===== src/rtl/dac_serial_pkg.sv =====
package dac_serial_pkg;
   localparam int FRAME_BITS = 24;
   localparam int OPC_W      = 4;
   localparam int FIELD_MSB  = 15;

   typedef enum logic [OPC_W-1:0] {
      OPC_HOLD_WR = 4'b1000,
      OPC_XFER    = 4'b1001,
      OPC_BOTH_A  = 4'b1010,
      OPC_BOTH_B  = 4'b1011
   } opc_e;

   function automatic bit width_ok(int w);
      return (w == 8) || (w == 10) || (w == 12);
   endfunction
endpackage


===== src/rtl/dsc_sync.sv =====
module dsc_sync #(
   parameter int          WIDTH   = 1,
   parameter int          STAGES  = 2,
   parameter logic [WIDTH-1:0] RST_VAL = '0
) (
   input  logic             clk,
   input  logic             rst_n,
   input  logic [WIDTH-1:0] din,
   output logic [WIDTH-1:0] dout
);
   if (STAGES < 2) begin : g_bad_stages
      $error("dsc_sync: STAGES must be at least 2");
   end

   logic [WIDTH-1:0] chain [STAGES];

   for (genvar s = 0; s < STAGES; s++) begin : g_stage
      always_ff @(posedge clk or negedge rst_n) begin
         if (!rst_n) chain[s] <= RST_VAL;
         else if (s == 0) chain[s] <= din;
         else chain[s] <= chain[(s == 0) ? 0 : s-1];
      end
   end

   assign dout = chain[STAGES-1];
endmodule


===== src/rtl/dsc_frame_rx.sv =====
module dsc_frame_rx
   import dac_serial_pkg::*;
#(
   parameter int DATA_W      = 12,
   parameter int SYNC_STAGES = 2
) (
   input  logic              clk,
   input  logic              rst_n,
   input  logic              sel_n,
   input  logic              sclk,
   input  logic              sdin,
   output logic              frm_vld,
   output logic [OPC_W-1:0]  frm_opc,
   output logic [DATA_W-1:0] frm_data
);
   localparam int CNT_MAX = FRAME_BITS + 1;
   localparam int CNT_W   = $clog2(CNT_MAX + 1);

   logic [2:0] pins_s;
   logic       sel_s, sclk_s, sdin_s;
   logic       sel_d, sclk_d;
   logic       bit_stb, end_stb;
   logic [FRAME_BITS-1:0] shreg;
   logic [CNT_W-1:0]      bit_cnt;

   dsc_sync #(.WIDTH(3), .STAGES(SYNC_STAGES), .RST_VAL(3'b100)) u_pin_sync (
      .clk  (clk),
      .rst_n(rst_n),
      .din  ({sel_n, sclk, sdin}),
      .dout (pins_s)
   );
   assign {sel_s, sclk_s, sdin_s} = pins_s;

   assign bit_stb = sclk_s & ~sclk_d & ~sel_s;
   assign end_stb = sel_s & ~sel_d;

   always_ff @(posedge clk or negedge rst_n) begin
      if (!rst_n) begin
         sel_d    <= 1'b1;
         sclk_d   <= 1'b0;
         shreg    <= '0;
         bit_cnt  <= '0;
         frm_vld  <= 1'b0;
         frm_opc  <= '0;
         frm_data <= '0;
      end else begin
         sel_d   <= sel_s;
         sclk_d  <= sclk_s;
         frm_vld <= 1'b0;
         if (bit_stb) begin
            shreg <= {shreg[FRAME_BITS-2:0], sdin_s};
            if (bit_cnt != CNT_W'(CNT_MAX)) bit_cnt <= bit_cnt + 1'b1;
         end
         if (end_stb) begin
            frm_vld  <= (bit_cnt == CNT_W'(FRAME_BITS));
            frm_opc  <= shreg[FRAME_BITS-1 -: OPC_W];
            frm_data <= shreg[FIELD_MSB -: DATA_W];
            bit_cnt  <= '0;
         end
      end
   end

   // a frame strobe lasts a single cycle
   assert_vld_pulse_R1: assert property (@(posedge clk) disable iff (!rst_n)
      frm_vld |=> !frm_vld);
endmodule


===== src/rtl/dsc_dac_regs.sv =====
module dsc_dac_regs
   import dac_serial_pkg::*;
#(
   parameter int DATA_W = 12
) (
   input  logic              clk,
   input  logic              rst_n,
   input  logic              clear,
   input  logic              load_n_s,
   input  logic              cmd_vld,
   input  logic [OPC_W-1:0]  cmd_opc,
   input  logic [DATA_W-1:0] cmd_data,
   output logic [DATA_W-1:0] hold_q,
   output logic [DATA_W-1:0] dac_q
);
   logic              arst_n;
   logic [DATA_W-1:0] hold_nx, dac_nx;

   assign arst_n = rst_n & ~clear;

   always_comb begin
      hold_nx = hold_q;
      dac_nx  = dac_q;
      if (cmd_vld) begin
         case (cmd_opc)
            OPC_HOLD_WR:           hold_nx = cmd_data;
            OPC_XFER:              dac_nx  = hold_q;
            OPC_BOTH_A, OPC_BOTH_B: begin
               hold_nx = cmd_data;
               dac_nx  = cmd_data;
            end
            default: ;
         endcase
      end
      if (!load_n_s) dac_nx = hold_nx;
   end

   always_ff @(posedge clk or negedge arst_n) begin
      if (!arst_n) begin
         hold_q <= '0;
         dac_q  <= '0;
      end else begin
         hold_q <= hold_nx;
         dac_q  <= dac_nx;
      end
   end

   assert_hold_only_R3: assert property (@(posedge clk) disable iff (!rst_n || clear)
      (cmd_vld && cmd_opc == OPC_HOLD_WR && load_n_s) |=> $stable(dac_q));
   assert_hold_through_R4: assert property (@(posedge clk) disable iff (!rst_n || clear)
      (cmd_vld && cmd_opc == OPC_HOLD_WR && !load_n_s) |=> (dac_q == $past(cmd_data)));
   assert_xfer_R5: assert property (@(posedge clk) disable iff (!rst_n || clear)
      (cmd_vld && cmd_opc == OPC_XFER) |=> (dac_q == $past(hold_q)) && $stable(hold_q));
   assert_both_R6: assert property (@(posedge clk) disable iff (!rst_n || clear)
      (cmd_vld && cmd_opc[3:1] == 3'b101) |=> (dac_q == hold_q) && (hold_q == $past(cmd_data)));
   assert_clear_zero_R7: assert property (@(posedge clk) disable iff (!rst_n)
      clear |-> (hold_q == '0) && (dac_q == '0));
   assert_pin_follow_R9: assert property (@(posedge clk) disable iff (!rst_n || clear)
      !load_n_s |=> (dac_q == hold_q));
   assert_ignore_R10: assert property (@(posedge clk) disable iff (!rst_n || clear)
      (cmd_vld && cmd_opc[3:2] != 2'b10) |=> $stable(hold_q));
endmodule


===== src/rtl/dac_serial_ctl.sv =====
module dac_serial_ctl
   import dac_serial_pkg::*;
#(
   parameter int DATA_W      = 12,
   parameter int SYNC_STAGES = 2
) (
   input  logic              clk,
   input  logic              rst_n,
   input  logic              ser_sel_n,
   input  logic              ser_clk,
   input  logic              ser_din,
   input  logic              load_n,
   input  logic              clear,
   output logic [DATA_W-1:0] hold_code,
   output logic [DATA_W-1:0] dac_code
);
   if (!width_ok(DATA_W)) begin : g_bad_width
      $error("dac_serial_ctl: DATA_W must be 8, 10 or 12");
   end

   logic              frm_vld;
   logic [OPC_W-1:0]  frm_opc;
   logic [DATA_W-1:0] frm_data;
   logic              load_n_s;

   dsc_frame_rx #(.DATA_W(DATA_W), .SYNC_STAGES(SYNC_STAGES)) u_rx (
      .clk     (clk),
      .rst_n   (rst_n),
      .sel_n   (ser_sel_n),
      .sclk    (ser_clk),
      .sdin    (ser_din),
      .frm_vld (frm_vld),
      .frm_opc (frm_opc),
      .frm_data(frm_data)
   );

   dsc_sync #(.WIDTH(1), .STAGES(SYNC_STAGES), .RST_VAL(1'b1)) u_load_sync (
      .clk  (clk),
      .rst_n(rst_n),
      .din  (load_n),
      .dout (load_n_s)
   );

   dsc_dac_regs #(.DATA_W(DATA_W)) u_regs (
      .clk     (clk),
      .rst_n   (rst_n),
      .clear   (clear),
      .load_n_s(load_n_s),
      .cmd_vld (frm_vld),
      .cmd_opc (frm_opc),
      .cmd_data(frm_data),
      .hold_q  (hold_code),
      .dac_q   (dac_code)
   );

   // the holding register takes the left-justified field of a write frame
   assert_field_R8: assert property (@(posedge clk) disable iff (!rst_n || clear)
      (frm_vld && frm_opc == OPC_HOLD_WR) |=> (hold_code == $past(frm_data)));
endmodule


===== config.mk =====
export PLATFORM = sky130hd
export DESIGN_NAME = dac_serial_ctl
export DESIGN_NICKNAME = d
export VERILOG_FILES = /design/src/rtl/dac_serial_pkg.sv /design/src/rtl/dsc_sync.sv /design/src/rtl/dsc_frame_rx.sv /design/src/rtl/dsc_dac_regs.sv /design/src/rtl/dac_serial_ctl.sv
export SDC_FILE = /design/constraint.sdc
export NUM_CORES = 1
export LEC_CHECK = 0
export ABC_AREA = 1
export CAP_MARGIN = 20
export CELL_PAD_IN_SITES_DETAIL_PLACEMENT = 0
export CELL_PAD_IN_SITES_GLOBAL_PLACEMENT = 1
export CORE_UTILIZATION = 40
export DETAILED_ROUTE_END_ITERATION = 10
export PLACE_DENSITY = 0.83
export SYNTH_ARGS = -nofsm -noshare
export SYNTH_HDL_FRONTEND = slang
export SYNTH_HIERARCHICAL = 1
export SYNTH_SLANG_ARGS = --single-unit

===== constraint.sdc =====
create_clock -name clk -period 2 [get_ports clk]
set_input_delay 0.4 -clock clk [delete_from_list [all_inputs] [get_ports clk]]
set_output_delay 0.4 -clock clk [all_outputs]
set_load 0.02 [all_outputs]

==> results of run 1 <==
==> power groups by stage <==
stage                     sequential, mW  clock, mW  combinational, mW
after global routing                1.75       1.43              0.222
final                               1.74       1.31              0.187
after floorplan                     1.76          0              0.134
after CTS                           1.74       1.35              0.193
after global placement              1.77          0              0.187
after detailed placement            1.78          0              0.192
==> Yosys cell counts <==
master | number | area, um2
nand2_1 | 122 | 458
nor3_2 | 1 | 10.0
nand3_1 | 38 | 190
dfstp_2 | 5 | 131
dfrtp_1 | 75 | 1880
buf_4 | 6 | 45.0
inv_2 | 4 | 15.0
xor2_1 | 1 | 8.76
o21ai_0 | 30 | 150
buf_2 | 6 | 30.0
nand3_2 | 2 | 20.0
ha_1 | 3 | 37.5
inv_1 | 48 | 180
o21ai_1 | 2 | 10.0
nor2_2 | 2 | 12.5
nor2_1 | 7 | 26.3
o21ai_2 | 9 | 78.8
clkbuf_1 | 3 | 11.3
clkbuf_2 | 1 | 5.00
nor2_4 | 3 | 33.8
buf_6 | 5 | 56.3
and2_1 | 12 | 75.1
nand4_1 | 18 | 113
==> worst paths after layout <==
kind | from | end | slack, ps | cells past startpoint
worst min register to register | u_rx/u_pin_sync/chain[4] | u_rx/u_pin_sync/dout[1] | 360 | 0
max in group asynchronous | clear | u_regs/hold_q[11] | 1270 | 3
worst min-delay path | rst_n | u_rx/sclk_d | 120 | 2
worst max-delay path | u_regs/hold_q[8] | hold_code[8] | 240 | 1
worst max register to register | u_rx/frm_opc[1] | u_regs/dac_q[0] | 540 | 5
min in group clk | u_rx/u_pin_sync/chain[4] | u_rx/u_pin_sync/dout[1] | 360 | 0
==> placed cells by master (no fill, tap or decap), drive strengths merged, types with 3 or more instances in the layout <==
cell type / netlist / layout
nand3: 40 / 40
nor2: 12 / 12
inv: 52 / 53
clkdlybuf4s50: 0 / 29
nand2: 122 / 122
and2: 12 / 12
dfstp: 5 / 5
dfrtp: 75 / 75
buf: 17 / 10
nand4: 18 / 18
ha: 3 / 3
clkbuf: 4 / 10
o21ai: 41 / 41
==> registers in the layout, indices dropped and copies added (netlist names) <==
register and flops:
u_rx/u_pin_sync/chain 3, u_regs/dac_q 12, u_rx/shreg 24, u_regs/hold_q 12, u_rx/sclk_d 1, u_rx/frm_opc 4
u_load_sync/chain 1, u_rx/sel_d 1, u_load_sync/dout 1, u_rx/frm_vld 1, u_rx/bit_cnt 5, u_rx/frm_data 12
u_rx/u_pin_sync/dout 3
==> routing by layer <==
metal | part of all wire [%] | wire length (um)
met1 | 50 | 3400
met2 | 45 | 3040
met3 | 3.6 | 244
met4 | 1.5 | 101
met5 | 0 | 0
==> layout make-up <==
type / instances / area, um2
flip-flops and latches: 80 / 2010
well taps: 108 / 135
clock buffers: 10 / 128
fillers: 859 / 4520
multi-input cells: 250 / 1230
repair buffers: 39 / 375
clock inverters: 6 / 92.6
inverters: 52 / 195
==> kinds of logic (layout without fill, tap and decap cells) <==
kind of cell	count (synthesis)	after routing	share of synthesized area, %
AO/OA/AOI/OAI	41	41	6.69
XOR/XNOR	1	1	0.245
AND/OR/NAND/NOR	205	205	26.3
flip-flops	80	80	56.2
adder cells (fa/ha/maj)	3	3	1.05
buffers and inverters	73	107	9.59
==> worst reg2reg max path, cell delays in order (launching register included) <==
cell and delay (ps):
dfrtp_1 450, nor2_1 200, nor2_2 90, nor2_2 440, nand2_1 120, nand3_1 110
==> results_dict.tcl, run 1 <==
set metrics [dict create \
    ys_seq_elements 80 \
    wire_per_inst_um 12.4 \
    core_area_mm2 0.00868 \
    cp_slowest_cell "clkdlybuf4s50_1" \
    synth-seq-area-share_pct 56.2 \
    dp_hpwl_mm 4.59 \
    syn_nets 413 \
    finalSetupViolCount 0 \
    diodes 0 \
    cp_data_arrival_time_ps 1360 \
    gp_congestion 0.783 \
    grt_pass1_wl_mm 11.5 \
    dpl.cell_count 529 \
    switching_share_pct 23.9 \
    post_synth.cell_area_avg_um2 8.87 \
    stdcell_area_mm2 0.00416 \
    synth_warnings 6 \
    rsz0062_at_grt "no" \
    firstDrtPassIters 4 \
    status "complete, no violations" \
    pwr-share-clk_pct 40.4 \
    worstSetupPathType "flip-flop to output pin" \
    overflow 0 \
    fin_cells 545 \
    maxCapViolCount 0 \
    switching_power_mw 0.774 \
    cts_inserted_buffers 9 \
    post-cts-setup-buffers 0 \
    irDropWorstVdd_mv 0.376 \
    path_cells "clkdlybuf4s50_1" \
    grt_pass1_vias 2428 \
    rows 34 \
    place_area_mm2 0.00394 \
    path_clk_slew_ps 80 \
    htree_levels 3 \
    port_buffers 30 \
    use_met1_pct 22.4 \
    comb_power_share_pct 5.8 \
    hold_buffers 0 \
    routed_wl_mm 6.78 \
    area.growth.synth_to_final_pct 16.4 \
    power_density_mw_per_mm2 779 \
    cp_max_fo 3 \
    die-area_mm2 0.00932 \
    cts_buffer_depth 2 \
    hold-worst-slack_ps 121 \
    num_vias 2626 \
    initial_utilization_pct 41.2 \
    die_w_um 96.5 \
    drc 0 \
    syn-cell-area_mm2 0.00357 \
    globalRouteMet2Util_pct 25.6 \
    synthCells 403 \
    p_int_mw 2.47 \
    place_ws_ps 549 \
    min_period_over_period_pct 87.9 \
    clock-sinks 80 \
    max_freq_mhz 569 \
    pin_count 31 \
    crit_path_end_kind "output pin" \
    p_leak_nw 1.92 \
    grtUsageTotal_pct 16.3 \
    cp_top_family "buffers and inverters" \
    seqPwrFrac_pct 53.8 \
    detail-route-antenna-nets 0 \
    vias_per_cell 4.82 \
    grt_max_degree 57 \
    critPathBufInv 1 \
    root_buffer "clkbuf_8" \
    min_period_ps 1760 \
    slew_viol_final 0 \
    p_total_mw 3.24 \
    hp-class "primary input to asynchronous set/reset pin" \
    tns_ps 0 \
    drive_above_1_share_pct 11.9 \
    grt_most_used_layer "met2" \
    max_slew_margin_pct 58.6 \
    cts_tree "built" \
    gr-usage-met3_pct 2.82 \
    finalHoldViolations 0 \
    die_h_um 96.5 \
    fin_ws_ps 241 \
    drtIter0Drc 123 \
    cts_resized 0 \
    finClkSkew_ps 15.0 \
    antenna_found_initial 0 \
    final_util_pct 47.9 \
    clock_latency_ps 350 \
    max_stage_delay_ps 620 \
    start_kind "flip-flop" \
    cp.required_ps 1600 \
    synth_cell_type_count 23 \
    worst_pin_slew_ps 620 \
    fin_nets 442 \
]
Power figures use the tool's default switching activity.
==> run 2, diff against run 1 <==
--- a/config.mk
+++ b/config.mk
@@ -9,9 +9,10 @@
 export CAP_MARGIN = 20
 export CELL_PAD_IN_SITES_DETAIL_PLACEMENT = 0
 export CELL_PAD_IN_SITES_GLOBAL_PLACEMENT = 1
-export CORE_UTILIZATION = 40
+export CORE_UTILIZATION = 39
 export DETAILED_ROUTE_END_ITERATION = 10
-export PLACE_DENSITY = 0.83
+export MAX_ROUTING_LAYER = met4
+export PLACE_DENSITY = 0.84
 export SYNTH_ARGS = -nofsm -noshare
 export SYNTH_HDL_FRONTEND = slang
 export SYNTH_HIERARCHICAL = 1
==> constraint.sdc (replaced) <==
create_clock -name clk -period 1.54 [get_ports clk]
set_input_delay 0.308 -clock clk [delete_from_list [all_inputs] [get_ports clk]]
set_output_delay 0.308 -clock clk [all_outputs]
set_load 0.02 [all_outputs]
==> results_dict.tcl, run 2 (synthesis gave the netlist of run 1 again) <==
set metrics [dict create \
    status "complete, but fails checks" \
    failed_checks "DRC" \
    p_total_mw 3.91 \
    fin_cells 547 \
    drtIter0Drc 169 \
    finClkSkew_ps 10.5 \
    start_kind "flip-flop" \
    root_buffer "clkbuf_8" \
    slew_viol_final 0 \
    overflow 0 \
    largest_reg_flops 24 \
    irDropWorstVdd_mv 0.406 \
    maxCapViolCount 0 \
    grt_pass1_vias 2492 \
    tns_ps 0 \
    dp_hpwl_mm 4.52 \
    grtUsageTotal_pct 15.9 \
    cp_slowest_cell "dfrtp_1" \
    die_h_um 97.7 \
    n_fill_cell 855 \
    detail-route-antenna-nets 0 \
    final_common_cell "nand2_1" \
    clock_latency_ps 350 \
    critPathBufInv 1 \
    place_ws_ps 96.6 \
    cts_buffer_depth 2 \
    seqCellArea_mm2 0.00201 \
    hp-class "primary input to asynchronous set/reset pin" \
    cp_top_family "flip-flops" \
    worst_pin_slew_ps 364 \
    cts_inserted_buffers 9 \
    num_vias 2593 \
    cp_max_fo 3 \
    routed_wl_mm 6.70 \
    wire_per_inst_um 12.2 \
    max_slew_margin_pct 75.7 \
    rows 34 \
    finalHoldViolations 0 \
    max_freq_mhz 717 \
    min_period_ps 1390 \
    firstDrtPassIters 7 \
    max_stage_delay_ps 410 \
    fin_nets 444 \
    clock-sinks 80 \
    cp_data_arrival_time_ps 1090 \
    drc 10 \
    initial_utilization_pct 40.6 \
    cp.required_ps 1230 \
    drive_above_1_share_pct 12.1 \
    path_clk_slew_ps 80 \
    hold_buffers 0 \
    diodes 0 \
    gp_congestion 0.812 \
    dpl.cell_count 531 \
    pin_count 31 \
    path_cells "dlygate4sd2_1" \
    regMostFlops "u_rx/shreg" \
    fin_ws_ps 145 \
    final_cell_mix "nand2_1, dfrtp_1, inv_1, nand3_1, o21ai_0" \
    vias_per_cell 4.74 \
    antenna_found_initial 0 \
    crit_path_end_kind "output pin" \
    area.growth.synth_to_final_pct 15.3 \
    worstSetupPathType "flip-flop to output pin" \
    power_density_mw_per_mm2 948 \
    cts_tree "built" \
    post-cts-setup-buffers 0 \
    core_area_mm2 0.00881 \
    multi_input_area_mm2 0.00123 \
    rsz0062_at_grt "no" \
    p_leak_nw 2.04 \
    die_w_um 97.7 \
    grt_max_degree 42 \
    htree_levels 3 \
    grt_pass1_wl_mm 11.8 \
    die-area_mm2 0.00955 \
    min_period_over_period_pct 90.6 \
    port_buffers 30 \
    finalSetupViolCount 0 \
]
==> run 2: final cells by class <==
type	instances	area share (%)
inverter	52	4.80
tap	108	3.28
clock inverter	3	0.425
clock buffer	13	3.86
multi-input combinational	250	29.9
timing repair buffer	41	9.05
sequential	80	48.7
==> run 2: path summary, 6_finish.rpt <==
kind	slack, ps	start	to	depth (start not counted)
min reg2reg	350	u_rx/u_pin_sync/chain[4]	u_rx/u_pin_sync/dout[1]	0
max in group asynchronous	910	clear	u_regs/dac_q[10]	3
max reg2reg	230	u_rx/bit_cnt[1]	u_rx/bit_cnt[4]	7
max	150	u_regs/hold_q[5]	hold_code[5]	1
min in group clk	350	u_rx/u_pin_sync/chain[4]	u_rx/u_pin_sync/dout[1]	0
min	9	rst_n	u_rx/frm_data[3]	2
==> run 2: routing by layer <==
| metal | GRT usage (%) | up-vias | routed length [um] |
|---|---|---|---|
| li1 | - | 1332 | - |
| met1 | 20.7 | 1198 | 3310 |
| met2 | 24.8 | 57 | 3080 |
| met3 | 2.93 | 6 | 242 |
| met4 | 6.29 | 0 | 65 |
| met5 | - | - | 0 |
==> run 2: what timing repair did <==
action,in CTS,in global routing
gates resized for setup,24,3
endpoints found under the hold margin,0,0
setup endpoints to repair,24,13
==> run 2: power breakdown <==
part           internal, mW  switching [mW]
Combinational        0.0836           0.165
Clock                 0.670           0.727
Sequential             2.20          0.0585
==> run 2: through the flow <==
| step | area, um2 | util [%] | hold slack, ps |
|---|---|---|---|
| 5_1_grt | 4120 | 46.8 | 33.4 |
| 4_1_cts | 4110 | 46.7 | 26.0 |
| 6_report | 4120 | 46.8 | 9.19 |
| 2_1_floorplan | 3580 | - | 12.4 |
| 3_3_place_gp | 3970 | 45.1 | 335 |
| 3_5_place_dp | 3970 | 45.1 | 338 |
